File: src/rtl/opc_pkg.sv
package opc_pkg;
    localparam int OPC_DW    = 8;
    localparam int OPC_CELLS = 3;
    localparam int OPC_BANKS = 2;

    typedef enum logic {
        SRC_BANK = 1'b0,
        SRC_FAST = 1'b1
    } opc_src_e;
endpackage

File: src/rtl/opc_bank.sv
module opc_bank #(
    parameter int DW    = 8,
    parameter int CELLS = 3,
    parameter int IW    = 2
) (
    input  logic          clk,
    input  logic          rst,
    input  logic [DW-1:0] wr_data,
    input  logic          wr_en,
    input  logic [IW-1:0] wr_idx,
    input  logic [IW-1:0] rd_idx,
    output logic [DW-1:0] rd_q
);
    logic [DW-1:0] cell_q [CELLS];
    logic [DW-1:0] rd_sel;

    for (genvar c = 0; c < CELLS; c++) begin : g_cell
        always_ff @(posedge clk) begin
            if (rst)
                cell_q[c] <= '0;
            else if (wr_en && (wr_idx == IW'(c)))
                cell_q[c] <= wr_data;
        end
    end

    always_comb begin
        rd_sel = '0;
        for (int c = 0; c < CELLS; c++) begin
            if (rd_idx == IW'(c))
                rd_sel = cell_q[c];
        end
    end

    always_ff @(posedge clk) begin
        if (rst)
            rd_q <= '0;
        else
            rd_q <= rd_sel;
    end
endmodule

File: src/rtl/opc_fast_slot.sv
module opc_fast_slot #(
    parameter int DW = 8
) (
    input  logic          clk,
    input  logic          rst,
    input  logic          we,
    input  logic [DW-1:0] d,
    output logic [DW-1:0] q
);
    always_ff @(posedge clk) begin
        if (rst)
            q <= '0;
        else if (we)
            q <= d;
    end
endmodule

File: src/rtl/opc_route.sv
module opc_route
    import opc_pkg::*;
#(
    parameter int DW = 8
) (
    input  logic          fast_sel,
    input  logic [DW-1:0] bank_q,
    input  logic [DW-1:0] fast_q,
    output logic [DW-1:0] opnd
);
    opc_src_e src;

    always_comb begin
        src = fast_sel ? SRC_FAST : SRC_BANK;
        unique case (src)
            SRC_FAST: opnd = fast_q;
            SRC_BANK: opnd = bank_q;
            default:  opnd = bank_q;
        endcase
    end
endmodule

File: src/rtl/opc_dual_store.sv
module opc_dual_store
    import opc_pkg::*;
#(
    parameter int DW    = OPC_DW,
    parameter int CELLS = OPC_CELLS,
    parameter int IW    = $clog2(CELLS)
) (
    input  logic          clk,
    input  logic          rst,
    input  logic [DW-1:0] wr_data,
    input  logic          wr_en_a,
    input  logic          wr_en_b,
    input  logic [IW-1:0] wr_idx_a,
    input  logic [IW-1:0] wr_idx_b,
    input  logic [IW-1:0] rd_idx_a,
    input  logic [IW-1:0] rd_idx_b,
    input  logic          fast_we,
    input  logic          fast_to_a,
    input  logic          fast_to_b,
    output logic [DW-1:0] opnd_a,
    output logic [DW-1:0] opnd_b
);
    localparam int NB = OPC_BANKS;

    logic          bank_we  [NB];
    logic [IW-1:0] bank_wi  [NB];
    logic [IW-1:0] bank_ri  [NB];
    logic          bank_fs  [NB];
    logic [DW-1:0] bank_q   [NB];
    logic [DW-1:0] bank_out [NB];
    logic [DW-1:0] fast_q;

    assign bank_we[0] = wr_en_a;
    assign bank_we[1] = wr_en_b;
    assign bank_wi[0] = wr_idx_a;
    assign bank_wi[1] = wr_idx_b;
    assign bank_ri[0] = rd_idx_a;
    assign bank_ri[1] = rd_idx_b;
    assign bank_fs[0] = fast_to_a;
    assign bank_fs[1] = fast_to_b;

    opc_fast_slot #(.DW(DW)) u_fast (
        .clk (clk),
        .rst (rst),
        .we  (fast_we),
        .d   (wr_data),
        .q   (fast_q)
    );

    for (genvar b = 0; b < NB; b++) begin : g_bank
        opc_bank #(.DW(DW), .CELLS(CELLS), .IW(IW)) u_bank (
            .clk     (clk),
            .rst     (rst),
            .wr_data (wr_data),
            .wr_en   (bank_we[b]),
            .wr_idx  (bank_wi[b]),
            .rd_idx  (bank_ri[b]),
            .rd_q    (bank_q[b])
        );

        opc_route #(.DW(DW)) u_route (
            .fast_sel (bank_fs[b]),
            .bank_q   (bank_q[b]),
            .fast_q   (fast_q),
            .opnd     (bank_out[b])
        );
    end

    assign opnd_a = bank_out[0];
    assign opnd_b = bank_out[1];
endmodule

File: config.mk
export PLATFORM = sky130hd
export DESIGN_NAME = opc_dual_store
export DESIGN_NICKNAME = d
export VERILOG_FILES = /design/src/rtl/opc_pkg.sv /design/src/rtl/opc_bank.sv /design/src/rtl/opc_fast_slot.sv /design/src/rtl/opc_route.sv /design/src/rtl/opc_dual_store.sv
export SDC_FILE = /design/constraint.sdc
export NUM_CORES = 1
export LEC_CHECK = 0
export ABC_AREA = 0
export BUFFER_PORTS_ARGS = -buffer_cell sky130_fd_sc_hd__buf_2
export CAP_MARGIN = 20
export CORE_MARGIN = 1
export CORE_UTILIZATION = 55
export CTS_CLUSTER_DIAMETER = 80
export CTS_CLUSTER_SIZE = 28
export DETAILED_ROUTE_END_ITERATION = 16
export PLACE_DENSITY = 0.84
export SLEW_MARGIN = 25
export SYNTH_ARGS = -nofsm -noshare
export SYNTH_HDL_FRONTEND = slang
export SYNTH_SLANG_ARGS = --single-unit
File: constraint.sdc
create_clock -name clk -period 3.9 [get_ports clk]
set_clock_uncertainty 0.1 [all_clocks]
set_input_delay 0.585 -clock clk [delete_from_list [all_inputs] [get_ports clk]]
set_output_delay 0.585 -clock clk [all_outputs]
set_load 0.05 [all_outputs]
### Word level (Yosys, flattened, before mapping)

Memories as Yosys holds them, arrays and structs flattened.
Index checks and enable logic that the tools add are counted.

| word-level totals | value |
|---|---|
| logic and storage cells | 67 |
| memories | 2 |
| register bits | 24 |
| RAM bits | 48 |

Memory list:

| memory | words | bits a word | rd ports | clocked after memory_dff | write ports | RTL line | RTL |
|---|---|---|---|---|---|---|---|
| g_bank[0].u_bank.cell_q | 3 | 8 | 3 | 0 | 3 | opc_bank.sv:14 | `logic [DW-1:0] cell_q [CELLS];` |
| g_bank[1].u_bank.cell_q | 3 | 8 | 3 | 0 | 3 | opc_bank.sv:14 |  |

| cells by class | value |
|---|---|
| equality and inequality tests | 8 |
| reductions and logical operators | 10 |
| bitwise gates (word level) | 8 |
| multiplexer cells | 36 |

Operators with widths:

| cell | count |
|---|---|
| 2-to-1 mux 8 bit | 12 |
| case mux 8 bit (2 select lines) | 2 |
| 2-to-1 mux 1 bit | 22 |
| equality test 2 x 1 -> 1 bit (second input constant) | 4 |
| equality test 2 bit (second input constant) | 4 |
| logical NOT 2 bit | 4 |
| logical AND 1 bit | 6 |
| bitwise OR 1 bit | 6 |
| NOT 1 bit | 2 |

### Logic depth before layout (Yosys ltp)

| logic depth | value |
|---|---|
| word-level depth | 6 |
| depth in mapped cells | 4 |
| gate-level depth less buffers | 3 |

### Cells and area by module

From an unflattened synthesis, not the netlist that was laid out.

| unflattened totals | value |
|---|---|
| cells, all modules | 270 |
| area total of the unflattened synthesis | 3390.8 um2 |

Modules (own cells, without submodules):

| module | area each (um2) | cells an instance | instances | sequential area each (um2) |
|---|---|---|---|---|
| opc_bank | 1421.4 | 113 | 2 | 880.8 |
| opc_fast_slot | 285.3 | 26 | 1 | 160.2 |
| opc_route | 131.4 | 9 | 2 | 0.0 |

### Worst setup path before layout

No wires, ideal clock.

| path | value |
|---|---|
| path type | input to output |
| start | input port fast_to_a |
| end | output port opnd_a[0] |
| cell stages on the path | 2 |
| data arrival time | 1219 ps |
| data required time | 3215 ps |
| setup slack | 1996 ps |
| path through | buf_2 > mux2_2 |

| on the way | value |
|---|---|
| word-level cells in the longest chain between the ends | 3 |

RTL lines:

| what | RTL line | RTL |
|---|---|---|
| start, declared | opc_dual_store.sv:18 | `input logic fast_to_a,` |
| 2-to-1 mux 1 bit * | opc_route.sv:14 | `src = fast_sel ? SRC_FAST : SRC_BANK;` |
| NOT 1 bit | opc_route.sv:15 | `unique case (src)` |
| case mux 8 bit (2 select lines) * | opc_route.sv:15 |  |
| end, declared | opc_dual_store.sv:20 | `output logic [DW-1:0] opnd_a,` |

Every way passes the cells marked *; elsewhere a longest branch is shown, timed or not.

### Worst setup path in the final report

| path | value |
|---|---|
| start | input port fast_to_b |
| end | output port opnd_b[2] |

| on the way | value |
|---|---|
| word-level cells in the longest chain between the ends | 3 |

RTL lines:

| what | RTL line | RTL |
|---|---|---|
| start, declared | opc_dual_store.sv:19 | `input logic fast_to_b,` |
| 2-to-1 mux 1 bit * | opc_route.sv:14 |  |
| NOT 1 bit | opc_route.sv:15 |  |
| case mux 8 bit (2 select lines) * | opc_route.sv:15 |  |
| end, declared | opc_dual_store.sv:21 | `output logic [DW-1:0] opnd_b` |

Marked as above.

==> results.cfg <==
[status]
status = completed

[logic_synthesis]
synthArstFlopShare_pct = 0
synth_area_um2 = 3110
yosys-top-cells-count = 48 x edfxtp_1, 32 x nor2_1, 24 x and2_1, 24 x dfxtp_1, 22 x nand2b_1
yosys.area.top_type = edfxtp_1
synth_edf_count = 48
synth_top_area_share_pct = 46.3
synth_fp_nets = 272
ys_types = 24
yosys_warnings = 0
synthFlopType = edfxtp_1
ys_seq_area_share_pct = 61.8
avgSynthCellArea_um2 = 12.5
ys_top_cells_by_area = edfxtp_1 46%, dfxtp_1 15%, mux2_2 5.8%
synth.most_common_cell = edfxtp_1
synth-seq-cells = 72
netlist_instances = 249

[pwr]
p_per_area_nw_per_um2 = 474
ir_worst_vdd_mv = 0.258
p_leak_nw = 1.38

[cts]
hold_buffers = 0
htreeDepth = 3
cts_buffers = 9
clk_path_buf_depth = 2
cts-root-buf = clkbuf_8
post_cts_buffers = 0
cts_tree = yes
numClockSinks = 72
clk_latency_ns = 0.34
cts_resized = 0
path_clk_slew_ns = 0.07

[drt]
drc = 0
drtIter0Drc = 144
wl_per_cell_um = 16.3
via_per_inst = 5.40
drt-total-wl_mm = 5.88
dr.pass1.iters = 4
antenna_left = 0
vias = 1945

[sta]
setup_viol_count_final = 0
max_freq_mhz = 485
report.final.slew_viol_count = 0
tightest_slew_ns = 0.775
fin_setup_tns_ns = 0
min_period_over_period_pct = 52.9
setup_ws_ns = 1.84
finalHoldViolCount = 0
rsz0062_at_grt = no
min_period_ns = 2.06
relSlewSlack_pct = 48.2

[worst_setup_path]
cp-start-kind = primary input
worstPathRequired_ns = 3.21
cp.arrival_ns = 1.38
crit_type = primary input to primary output
critical-path-top-delay-family = buffers and inverters
path_cells = buf_2 -> mux2_2 -> buf_2
end_kind = primary output
crit_top_cell = buf_2
slowest_stage = mux2_2
critical_path.max_stage_delay_ns = 0.37
crit_fanout = 8
crit_buf_inv = 2

[global_routing]
antenna_found_initial = 0
grt_max_degree = 44
grt.overflow.total = 0
grt_pass1_wl_mm = 9.71
grt_pass1_vias = 1915
track_usage_pct = 22.4

[cells_and_area]
drive_gt1_share_pct = 25.0
layout.nets = 306
syn2layout_area_growth_pct = 13.0
antenna_cells = 0
layout.cells.non_filler = 360

[hold_path]
hold_path_class = flop to flop

[floorplanning]
die_area_um2 = 5960
die_w_um = 77.2
core_area_um2 = 5470
io_pins = 39
die_h_um = 77.2
rows = 27
start_util_pct = 56.8

[job]
maxCapViolations = 0

[placed_design]
gp_congestion = 0.776
numPortBuffers = 38
pre_cts_ws_ns = 1.78
dp.cells = 344
place_hpwl_mm = 4.16
[layout make-up]
cell class                 instances  area (µm²)
tap                               72        90.1
timing repair buffer              38         190
fill                             459        1960
inverter                           7        26.3
clock inverter                     3        40.0
multi-input combinational        155        1090
sequential                        72        1920
clock buffer                      13         159
[flip-flops by register name (all words and copies together), names as in the netlist]
register / flops
u_fast.q: 8
g_bank.u_bank.cell_q: 48
g_bank.u_bank.rd_q: 16
[worst min-delay path: cells and delay by family, from the launching register on]
kind / cells / cell delay [ns]
AO/OA/AOI/OAI: 1 / 0.08
flip-flops: 1 / 0.33
AND/OR/NAND/NOR: 1 / 0.10
[per-stage QoR]
step	utilization, %	total power [mW]	instance area (µm²)	hold WS, ns
5_1_grt	64.2	1.72	3510	0.434
6_report	64.2	1.67	3510	0.428
2_1_floorplan	-	1.04	3110	0.372
3_5_place_dp	60.6	1.09	3320	0.410
3_3_place_gp	60.6	1.08	3320	0.411
4_1_cts	64.2	1.67	3510	0.423
[path summary, 6_finish.rpt]
check	startpoint	endpoint	slack, ns	cells past startpoint
worst max-delay path	fast_to_b	opnd_b[2]	1.84	3
worst min-delay path	g_bank[1].u_bank.cell_q[2][6]$_SDFFCE_PN0P_	g_bank[1].u_bank.rd_q[6]$_SDFF_PP0_	0.43	2
worst min register to register	g_bank[1].u_bank.cell_q[2][6]$_SDFFCE_PN0P_	g_bank[1].u_bank.rd_q[6]$_SDFF_PP0_	0.43	2
worst max register to register	g_bank[0].u_bank.cell_q[0][2]$_SDFFCE_PN0P_	g_bank[0].u_bank.rd_q[2]$_SDFF_PP0_	2.75	3
[where the power goes]
group | leakage, nW | switching, mW | internal, mW
Sequential | 0.671 | 0.0167 | 0.868
Clock | 0.103 | 0.264 | 0.329
Combinational | 0.609 | 0.126 | 0.0609
Total | 1.38 | 0.407 | 1.26
[logic make-up (layout without fill, tap and decap cells)]
logic type / Yosys count / in the layout / synth area share (%)
buf+inv: 22 / 61 / 3.26
flops: 72 / 72 / 61.8
compound gates: 28 / 28 / 7.00
mux: 31 / 31 / 10.6
simple gates: 96 / 96 / 17.3
[cell usage in the layout, fill, tap and decap left out]
| cell | instances |
|---|---|
| nor3_2 | 3 |
| dfxtp_1 | 24 |
| inv_2 | 1 |
| or2_1 | 1 |
| or3b_1 | 1 |
| o31ai_1 | 1 |
| mux2i_1 | 15 |
| nor2_1 | 32 |
| nand2_1 | 1 |
| o32ai_1 | 6 |
| a211oi_1 | 18 |
| and2_1 | 24 |
| clkbuf_1 | 2 |
| clkbuf_8 | 11 |
| o21bai_1 | 3 |
| mux2_2 | 16 |
| bufinv_16 | 1 |
| clkinv_2 | 2 |
| edfxtp_1 | 48 |
| nor2b_1 | 9 |
| inv_1 | 6 |
| nand3b_1 | 2 |
| buf_2 | 38 |
| nand4bb_1 | 1 |
| nand2b_1 | 22 |
[per-layer routing]
metal  up-vias  global-route usage, %  wire (µm)
li1        951                      -          -
met2        52                   37.0       2960
met5         -                      0          0
met3        12                   4.29        273
met1       930                   26.9       2470
met4         0                   13.8        175
(Power assumes the default switching activity.)
